===== src/rtl/dma_arb_pkg.sv =====
package dma_arb_pkg;

    localparam int CH_COUNT = 6;
    localparam int IDX_W    = $clog2(CH_COUNT);
    localparam int FIXED_MODES = 3;

    typedef logic [CH_COUNT-1:0] ch_vec_t;
    typedef logic [IDX_W-1:0]    ch_idx_t;

    typedef enum logic [1:0] {
        POL_ASCEND  = 2'd0,
        POL_TWO_UP  = 2'd1,
        POL_LEAD_2  = 2'd2,
        POL_ROTATE  = 2'd3
    } policy_e;

    typedef struct packed {
        logic    valid;
        ch_idx_t idx;
    } pick_t;

    // Channel that holds a given rank (0 = highest) under a fixed policy.
    function automatic ch_idx_t rank_to_chan(input int policy, input int rank);
        int ch;
        ch = rank;
        if (policy == 1) begin
            case (rank)
                1: ch = 2;
                2: ch = 3;
                3: ch = 1;
                default: ch = rank;
            endcase
        end else if (policy == 2) begin
            case (rank)
                0: ch = 2;
                1: ch = 0;
                2: ch = 1;
                default: ch = rank;
            endcase
        end
        return ch_idx_t'(ch);
    endfunction

endpackage


===== src/rtl/dma_arb_fixed_pick.sv =====
module dma_arb_fixed_pick
    import dma_arb_pkg::*;
#(
    parameter int POLICY = 0
) (
    input  ch_vec_t req,
    output pick_t   pick
);
    always_comb begin
        pick = '0;
        // Lowest rank scanned last so it overrides the others.
        for (int r = CH_COUNT - 1; r >= 0; r--) begin
            if (req[rank_to_chan(POLICY, r)]) begin
                pick.valid = 1'b1;
                pick.idx   = rank_to_chan(POLICY, r);
            end
        end
    end
endmodule


===== src/rtl/dma_arb_rr_pick.sv =====
module dma_arb_rr_pick
    import dma_arb_pkg::*;
(
    input  ch_vec_t req,
    input  ch_idx_t last,
    output pick_t   pick
);
    always_comb begin
        int c;
        pick = '0;
        // Offset 1 scanned last so the channel after `last` wins.
        for (int k = CH_COUNT; k >= 1; k--) begin
            c = (int'(last) + k) % CH_COUNT;
            if (req[c]) begin
                pick.valid = 1'b1;
                pick.idx   = ch_idx_t'(c);
            end
        end
    end
endmodule


===== src/rtl/dma_arb_hold.sv =====
module dma_arb_hold
    import dma_arb_pkg::*;
(
    input  logic    clk,
    input  logic    rst,
    input  ch_vec_t req,
    input  ch_vec_t unit_done,
    input  logic    ctl_en,
    input  logic    ctl_halt,
    input  pick_t   win,
    output logic    busy,
    output ch_idx_t owner,
    output ch_idx_t last
);
    logic may_grant;
    logic drop;

    assign may_grant = ctl_en && !ctl_halt;
    assign drop      = !ctl_en || !req[owner] || unit_done[owner];

    always_ff @(posedge clk) begin
        if (rst) begin
            busy  <= 1'b0;
            owner <= '0;
            last  <= ch_idx_t'(CH_COUNT - 1);
        end else if (busy) begin
            if (drop) busy <= 1'b0;
        end else if (may_grant && win.valid) begin
            busy  <= 1'b1;
            owner <= win.idx;
            last  <= win.idx;
        end
    end

    assert_halt_blocks_R7: assert property (@(posedge clk) disable iff (rst)
        $rose(busy) |-> $past(ctl_en && !ctl_halt));

    assert_hold_R8: assert property (@(posedge clk) disable iff (rst)
        (busy && ctl_en && req[owner] && !unit_done[owner]) |=> (busy && $stable(owner)));

    assert_release_R8: assert property (@(posedge clk) disable iff (rst)
        (busy && unit_done[owner]) |=> !busy);

    assert_rr_hist_R5: assert property (@(posedge clk) disable iff (rst)
        $rose(busy) |-> (last == owner));
endmodule


===== src/rtl/dma_chan_arbiter.sv =====
module dma_chan_arbiter
    import dma_arb_pkg::*;
(
    input  logic                clk,
    input  logic                rst,
    input  logic [CH_COUNT-1:0] req,
    input  logic [CH_COUNT-1:0] unit_done,
    input  logic                ctl_en,
    input  logic                ctl_halt,
    input  logic [1:0]          ctl_mode,
    output logic [CH_COUNT-1:0] grant,
    output logic                grant_valid,
    output logic [IDX_W-1:0]    grant_idx
);
    pick_t   fixed_pick [FIXED_MODES];
    pick_t   rr_pick;
    pick_t   win;
    policy_e policy;
    logic    busy;
    ch_idx_t owner;
    ch_idx_t last;

    assign policy = policy_e'(ctl_mode);

    for (genvar m = 0; m < FIXED_MODES; m++) begin : g_fixed
        dma_arb_fixed_pick #(.POLICY(m)) u_pick (
            .req  (req),
            .pick (fixed_pick[m])
        );
    end

    dma_arb_rr_pick u_rr (
        .req  (req),
        .last (last),
        .pick (rr_pick)
    );

    always_comb begin
        case (policy)
            POL_ASCEND: win = fixed_pick[0];
            POL_TWO_UP: win = fixed_pick[1];
            POL_LEAD_2: win = fixed_pick[2];
            default:    win = rr_pick;
        endcase
    end

    dma_arb_hold u_hold (
        .clk       (clk),
        .rst       (rst),
        .req       (req),
        .unit_done (unit_done),
        .ctl_en    (ctl_en),
        .ctl_halt  (ctl_halt),
        .win       (win),
        .busy      (busy),
        .owner     (owner),
        .last      (last)
    );

    always_comb begin
        grant = '0;
        for (int c = 0; c < CH_COUNT; c++) begin
            if (busy && ctl_en && owner == ch_idx_t'(c) && req[c]) grant[c] = 1'b1;
        end
    end

    assign grant_valid = |grant;
    assign grant_idx   = grant_valid ? owner : '0;

    assert_onehot_R9: assert property (@(posedge clk) disable iff (rst)
        $onehot0(grant));

    assert_req_R9: assert property (@(posedge clk) disable iff (rst)
        (grant & ~req) == '0);

    assert_enable_R6: assert property (@(posedge clk) disable iff (rst)
        !ctl_en |-> (grant == '0));

    assert_idx_R10: assert property (@(posedge clk) disable iff (rst)
        grant_valid |-> grant[grant_idx]);
endmodule


===== config.mk =====
export PLATFORM = sky130hd
export DESIGN_NAME = dma_chan_arbiter
export DESIGN_NICKNAME = d
export VERILOG_FILES = /design/src/rtl/dma_arb_pkg.sv /design/src/rtl/dma_arb_fixed_pick.sv /design/src/rtl/dma_arb_rr_pick.sv /design/src/rtl/dma_arb_hold.sv /design/src/rtl/dma_chan_arbiter.sv
export SDC_FILE = /design/constraint.sdc
export NUM_CORES = 1
export LEC_CHECK = 0
export ABC_AREA = 1
export BUFFER_PORTS_ARGS = -buffer_cell sky130_fd_sc_hd__buf_2
export CAP_MARGIN = 20
export CORE_MARGIN = 2
export CORE_UTILIZATION = 30
export CTS_BUF_LIST = sky130_fd_sc_hd__clkbuf_8
export CTS_CLUSTER_DIAMETER = 30
export DETAILED_ROUTE_END_ITERATION = 10
export SYNTH_ARGS = -nofsm -noshare
export SYNTH_HDL_FRONTEND = slang
export SYNTH_SLANG_ARGS = --single-unit

===== constraint.sdc =====
create_clock -name clk -period 7.7 [get_ports clk]
set_input_delay 1.54 -clock clk [delete_from_list [all_inputs] [get_ports clk]]
set_output_delay 1.54 -clock clk [all_outputs]
set_load 0.01 [all_outputs]

Yosys cells after proc, flatten, opt, wreduce, memory -nomap -nowiden
Cells that the tools add are included.

cells by class
  add/subtract/negate cells = 6
  divide/modulo/power cells = 6
  $lt $le $gt $ge = 7
  equality and inequality tests = 7
  muxes and demuxes = 52
  bitwise operators = 1
  reduce and logical (&&, ||, !) cells = 24

operators by type and width
  operator                 count
  $lt A32 B5 Y1 const B    6
  $mod A32 B4 Y32 const B  6
  $mux W4                  19
  $bmux W1 S3              8
  $mux W1                  23
  $logic_and A1 B1 Y1      15
  $add A3 B3 Y4 const B    3
  $pmux W4 S3              1
  $add A3 B2 Y4 const B    2
  $eq A3 B2 Y1 const B     2
  $eq A3 B3 Y1 const B     2
  $reduce_or A6 Y1         1
  $add A3 B1 Y4 const B    1
  $lt A3 B4 Y1 const B     1
  $eq A3 B1 Y1 const B     1
  $logic_not A1 Y1         3
  $logic_not A3 Y1         1
  $mux W3                  1
  $eq A2 B1 Y1 const B     1
  $eq A2 B2 Y1 const B     1
  $logic_not A2 Y1         1
  $logic_or A1 B1 Y1       2
  $reduce_and A2 Y1        1
  $not A1 Y1               1

storage, ports and cells
  register bits after elaboration = 7
  input port bits = 18
  output and inout bits = 10

Logic depth before layout (Yosys ltp)
  depth after elaboration = 15
  depth in mapped cells = 27

Modules after synthesis
Synthesis repeated with hierarchy kept, for this count alone.

second synthesis, totals
  cell total of the unflattened synthesis = 304
  area, all modules = 1636.6 um^2

modules (own cells, without submodules)
  module                                   instances  cells each  area an instance (um^2)  seq. area each (um^2)
  dma_arb_rr_pick                          1          152         832.0                    0.0
  dma_arb_hold                             1          49          314.1                    120.1
  dma_chan_arbiter                         1          62          270.3                    0.0
  dma_arb_fixed_pick at g_fixed[2].u_pick  1          14          80.1                     0.0
  dma_arb_fixed_pick at g_fixed[0].u_pick  1          15          71.3                     0.0
  dma_arb_fixed_pick at g_fixed[1].u_pick  1          12          68.8                     0.0

Worst setup path after synthesis
No wires, ideal clock.

  path type = input-to-output
  from = in ctl_en
  to = out grant_idx[0]
  arrival = 2.397 ns
  path slack = 3.763 ns
  stages = 8
  cell sequence = nand2_1 > nor2_1 > inv_1 > nor2_1 > nor2_1 > o221ai_1 > nand2_1 > inv_1

on the way
  cells in the longest elaborated chain, start to end = 6
  elaborated cells on any way between the ends = 21
  classes of those cells = 7 x mux; 14 x reduce/logical

RTL lines
  what                              line                    RTL
  start, declared                   dma_chan_arbiter.sv:8   input logic ctl_en,
  $logic_and A1 B1 Y1 (3 in a row)  dma_chan_arbiter.sv:63  if (busy && ctl_en && owner == ch_idx_t'(c) && req[c]) grant[c] = 1'b1;
  $mux W1                           dma_chan_arbiter.sv:63
  named net grant[2]                dma_chan_arbiter.sv:11  output logic [CH_COUNT-1:0] grant,
  $reduce_or A6 Y1                  dma_chan_arbiter.sv:67  assign grant_valid = |grant;
  named net grant_valid             dma_chan_arbiter.sv:12  output logic grant_valid,
  $mux W3                           dma_chan_arbiter.sv:68  assign grant_idx = grant_valid ? owner : '0;
  end, declared                     dma_chan_arbiter.sv:13  output logic [IDX_W-1:0] grant_idx

The timed path passes the listed nets, and every way through them passes these cells.

Worst setup path after layout
  from = in ctl_en
  to = out grant_idx[0]

on the way
  cells in the longest elaborated chain, start to end = 6
  elaborated cells on any way between the ends = 21
  classes of those cells = 7 x mux; 14 x reduce/logical

RTL lines
  what                              line
  $logic_and A1 B1 Y1 *             dma_chan_arbiter.sv:63
  $logic_and A1 B1 Y1 (2 in a row)  dma_chan_arbiter.sv:63
  $mux W1                           dma_chan_arbiter.sv:63
  $reduce_or A6 Y1 *                dma_chan_arbiter.sv:67
  $mux W3 *                         dma_chan_arbiter.sv:68

Every way passes the cells marked *; elsewhere a longest branch is shown, timed or not.

==> qor.csv <==
stage,metric,value,unit
worst_setup_path,CP Data Arrival Time,2.51,ns
logic_synthesis,post-synth top area cell,nand2_1,
floorplan,Placeable Area,0.005172,sq mm
sta,crit path time final,4.051,ns
grt,initial antenna violation count,0,
power,Leak,1.042,nW
sta,Slew @ Worst Pin,0.7983,ns
routing,final WL,4233,um
logic_synthesis,synth top area cells,"nand2_1 21%, ha_1 11%, inv_1 9.5%",
sta,Tcrit/Tclk final,0.5261,
power,clock power share,0.174,
routing,Residual DRC,0,
worst_setup_path,CP required,6.16,ns
power,Flop pwr share,0.154,
worst_setup_path,flop2flop setup slack,4.33,ns
run_status,status,finished clean,
worst_setup_path,Reg2Reg Depth,21,
sta,endpoints failing setup,0,
floorplan,I/O pin count,28,
layout,final core utilization,0.3575,
cts,post-cts sizing count,0,
worst_setup_path,Setup crit start,ctl_en,
job,max_cap viols,0,
power,pwr dens,143.4,mW/mm^2
placed_design,DPL Wire Length,3543,um
sta,final setup TNS,0,ns
routing,1st-iter DRT viols,141,
sta,fmax,246.9,MHz
layout,area growth from synthesis to final layout,13.96,%
sta,Hold Slack,0.5099,ns
min_path,worst hold path class,reg -> reg,
power,internal power,0.0001285,W
cts,Clock Tree Buf Depth,2,
power,sw frac,0.5152,
logic_synthesis,syn avg cell area,5.464,sq um
cts,CTS root buffer,clkbuf_8,
logic_synthesis,Yosys reg bits,6,
cts,CTS tree,yes,
logic_synthesis,most common cell in the netlist,nand2_1,
layout,fill count,573,
logic_synthesis,cell area after synthesis,0.001623,sq mm
logic_synthesis,post-synth cell types,30,
grt,number of global-route vias before repair,1693,
power,worst vdd ir,107.1,uV
worst_setup_path,CP Class,in -> out,
cts,Clock Latency Late Sink,0.22,ns
logic_synthesis,Syn Nets,329,
worst_setup_path,critical path endpoint category,primary output,
grt,largest net degree at the start of global routing,22,
power,switching power,0.0001366,W
worst_setup_path,CP Max Fanout,5,
cts,total CTS buffers,3,
cts,"Hold-fix buffers, CTS",0,
routing,post-route ant nets,0,
sta,RSZ-0062 raised after global routing,false,
cts,# clock sinks,6,
logic_synthesis,commonest cells in the netlist,"91 x nand2_1, 41 x inv_1, 30 x nand3_1",
logic_synthesis,"Seq/Total Area, Yosys",0.07402,
logic_synthesis,post-synth top area share,0.2105,
sta,Final Max Slew Viols,0,
logic_synthesis,async set or reset register ratio after synthesis,0,
floorplan,Initial Utilization,0.3137,
logic_synthesis,"EDFF count, synth",0,
logic_synthesis,Synth Instances,297,
grt,gr usage total,0.1448,
cts,Max H-tree Level,1,
logic_synthesis,Main synth FF type,dfxtp_1,
power,logic gate share of total power,0.672,
placed_design,Final GP Congestion,0.8954,
floorplan,Die X,77.55,um
layout,"Net count, final",357,
grt,first-pass GRT wire length,7341,um
logic_synthesis,Ys Warns,0,
worst_setup_path,crit path to,grant_idx[0],
routing,First-pass DRT Iterations,4,
layout,antenna fix cells,0,
routing,wire per inst,10.77,um
grt,grt ovf,0,
sta,hold violation count in the final report,0,
routing,Vias/cell,4.796,
floorplan,Die ar.,0.006014,sq mm
placed_design,port bufs,27,
worst_setup_path,worst r2r dst,u_hold.owner[0],
layout,share of layout cells above drive strength 1,0.2136,
routing,DR vias,1885,
sta,Final Skew,0.001955,ns
sta,Slew HR,0.4671,
floorplan,Core Rows,26,
floorplan,Die Y,77.55,um
cts,Worst-path clk slew,0.04,ns
cts,"Setup Fix Bufs, Post-CTS",0,
worst_setup_path,Critical R2R Launch,u_hold.last[0],
worst_setup_path,CP startpoint kind,input port,
[metal layers]
metal / vias to the layer above / global-route usage / wire, um
met5: - / 0 / 0
met4: 0 / 0.01964 / 0
met3: 0 / 0.02326 / 178
met2: 42 / 0.2583 / 2061
met1: 835 / 0.1871 / 1993
li1: 1008 / - / -
[cell usage in the layout (no fill, tap or decap), types with 2 or more instances in the layout]
master    count
nand2_4       3
clkbuf_8      3
ha_1         14
nor3_1       10
nand2_1      91
buf_2        27
inv_2         6
dfxtp_1       6
nand3_1      30
o21ai_0      12
o21ai_1       3
nand3_2       7
a31oi_1       3
nand4_1       4
nand2_2      17
inv_1        41
nor2_2        2
nor2_1       23
a21oi_1      10
[area by class of cell]
| type | count | area [sq um] | area share |
|---|---|---|---|
| tap | 70 | 87.58 | 0.04736 |
| clock buffer | 3 | 41.29 | 0.02233 |
| sequential | 6 | 120.1 | 0.06495 |
| multi-input combinational | 239 | 1282 | 0.6935 |
| inverter | 48 | 182.7 | 0.09878 |
| timing repair buffer | 27 | 135.1 | 0.07307 |
[power groups by stage]
stage	sequential, W	combinational [W]	clock, W
2_1_floorplan	0.0000368	0.000149	0
3_3_place_gp	0.0000412	0.000176	0
3_5_place_dp	0.0000413	0.000178	0
4_1_cts	0.0000409	0.000178	0.0000479
5_1_grt	0.0000414	0.000208	0.0000502
6_report	0.0000408	0.000178	0.0000462
[per-stage QoR]
stage          instances  instance area, sq um  total power (W)  setup slack (ns)
2_1_floorplan        297                  1623        0.0001854             3.763
6_report             393                  1849        0.0002652             3.649
3_5_place_dp         390                  1808        0.0002189             3.664
4_1_cts              393                  1849        0.0002669             3.662
5_1_grt              393                  1849        0.0002994             3.538
3_3_place_gp         390                  1808        0.0002171             3.697
[kinds of logic (layout without fill, tap and decap cells)]
kind of cell,Yosys count,count (layout),share of synthesized area
AO/OA/AOI/OAI,35,35,0.1288
adder cells (fa/ha/maj),14,14,0.1079
buffers and inverters,52,78,0.1357
flip-flops,6,6,0.07402
AND/OR/NAND/NOR,190,190,0.5536
[how the worst min path moves through the flow]
stage | from | to | slack (ns) | cells past startpoint
4_1_cts | u_hold.owner[2] | u_hold.owner[2] | 0.50 | 2
3_5_place_dp | u_hold.owner[2] | u_hold.owner[2] | 0.50 | 2
6_report | u_hold.owner[2] | u_hold.owner[2] | 0.51 | 2
3_3_place_gp | u_hold.owner[2] | u_hold.owner[2] | 0.50 | 2
2_1_floorplan | u_hold.owner[2] | u_hold.owner[2] | 0.46 | 2
5_1_grt | u_hold.owner[2] | u_hold.owner[2] | 0.53 | 2
[critical path: stages]
cell      delay (ns)
buf_2           0.11
nand2_1         0.07
nor2_1          0.06
inv_1           0.13
nor2_1          0.08
nor2_1          0.13
o221ai_1        0.14
nand2_1         0.08
inv_1           0.04
buf_2           0.12
[flip-flops by register name, indices dropped and copies added (netlist names)]
name / count
u_hold.busy: 1
u_hold.last: 3
u_hold.owner: 2
(Power assumes the default switching activity.)
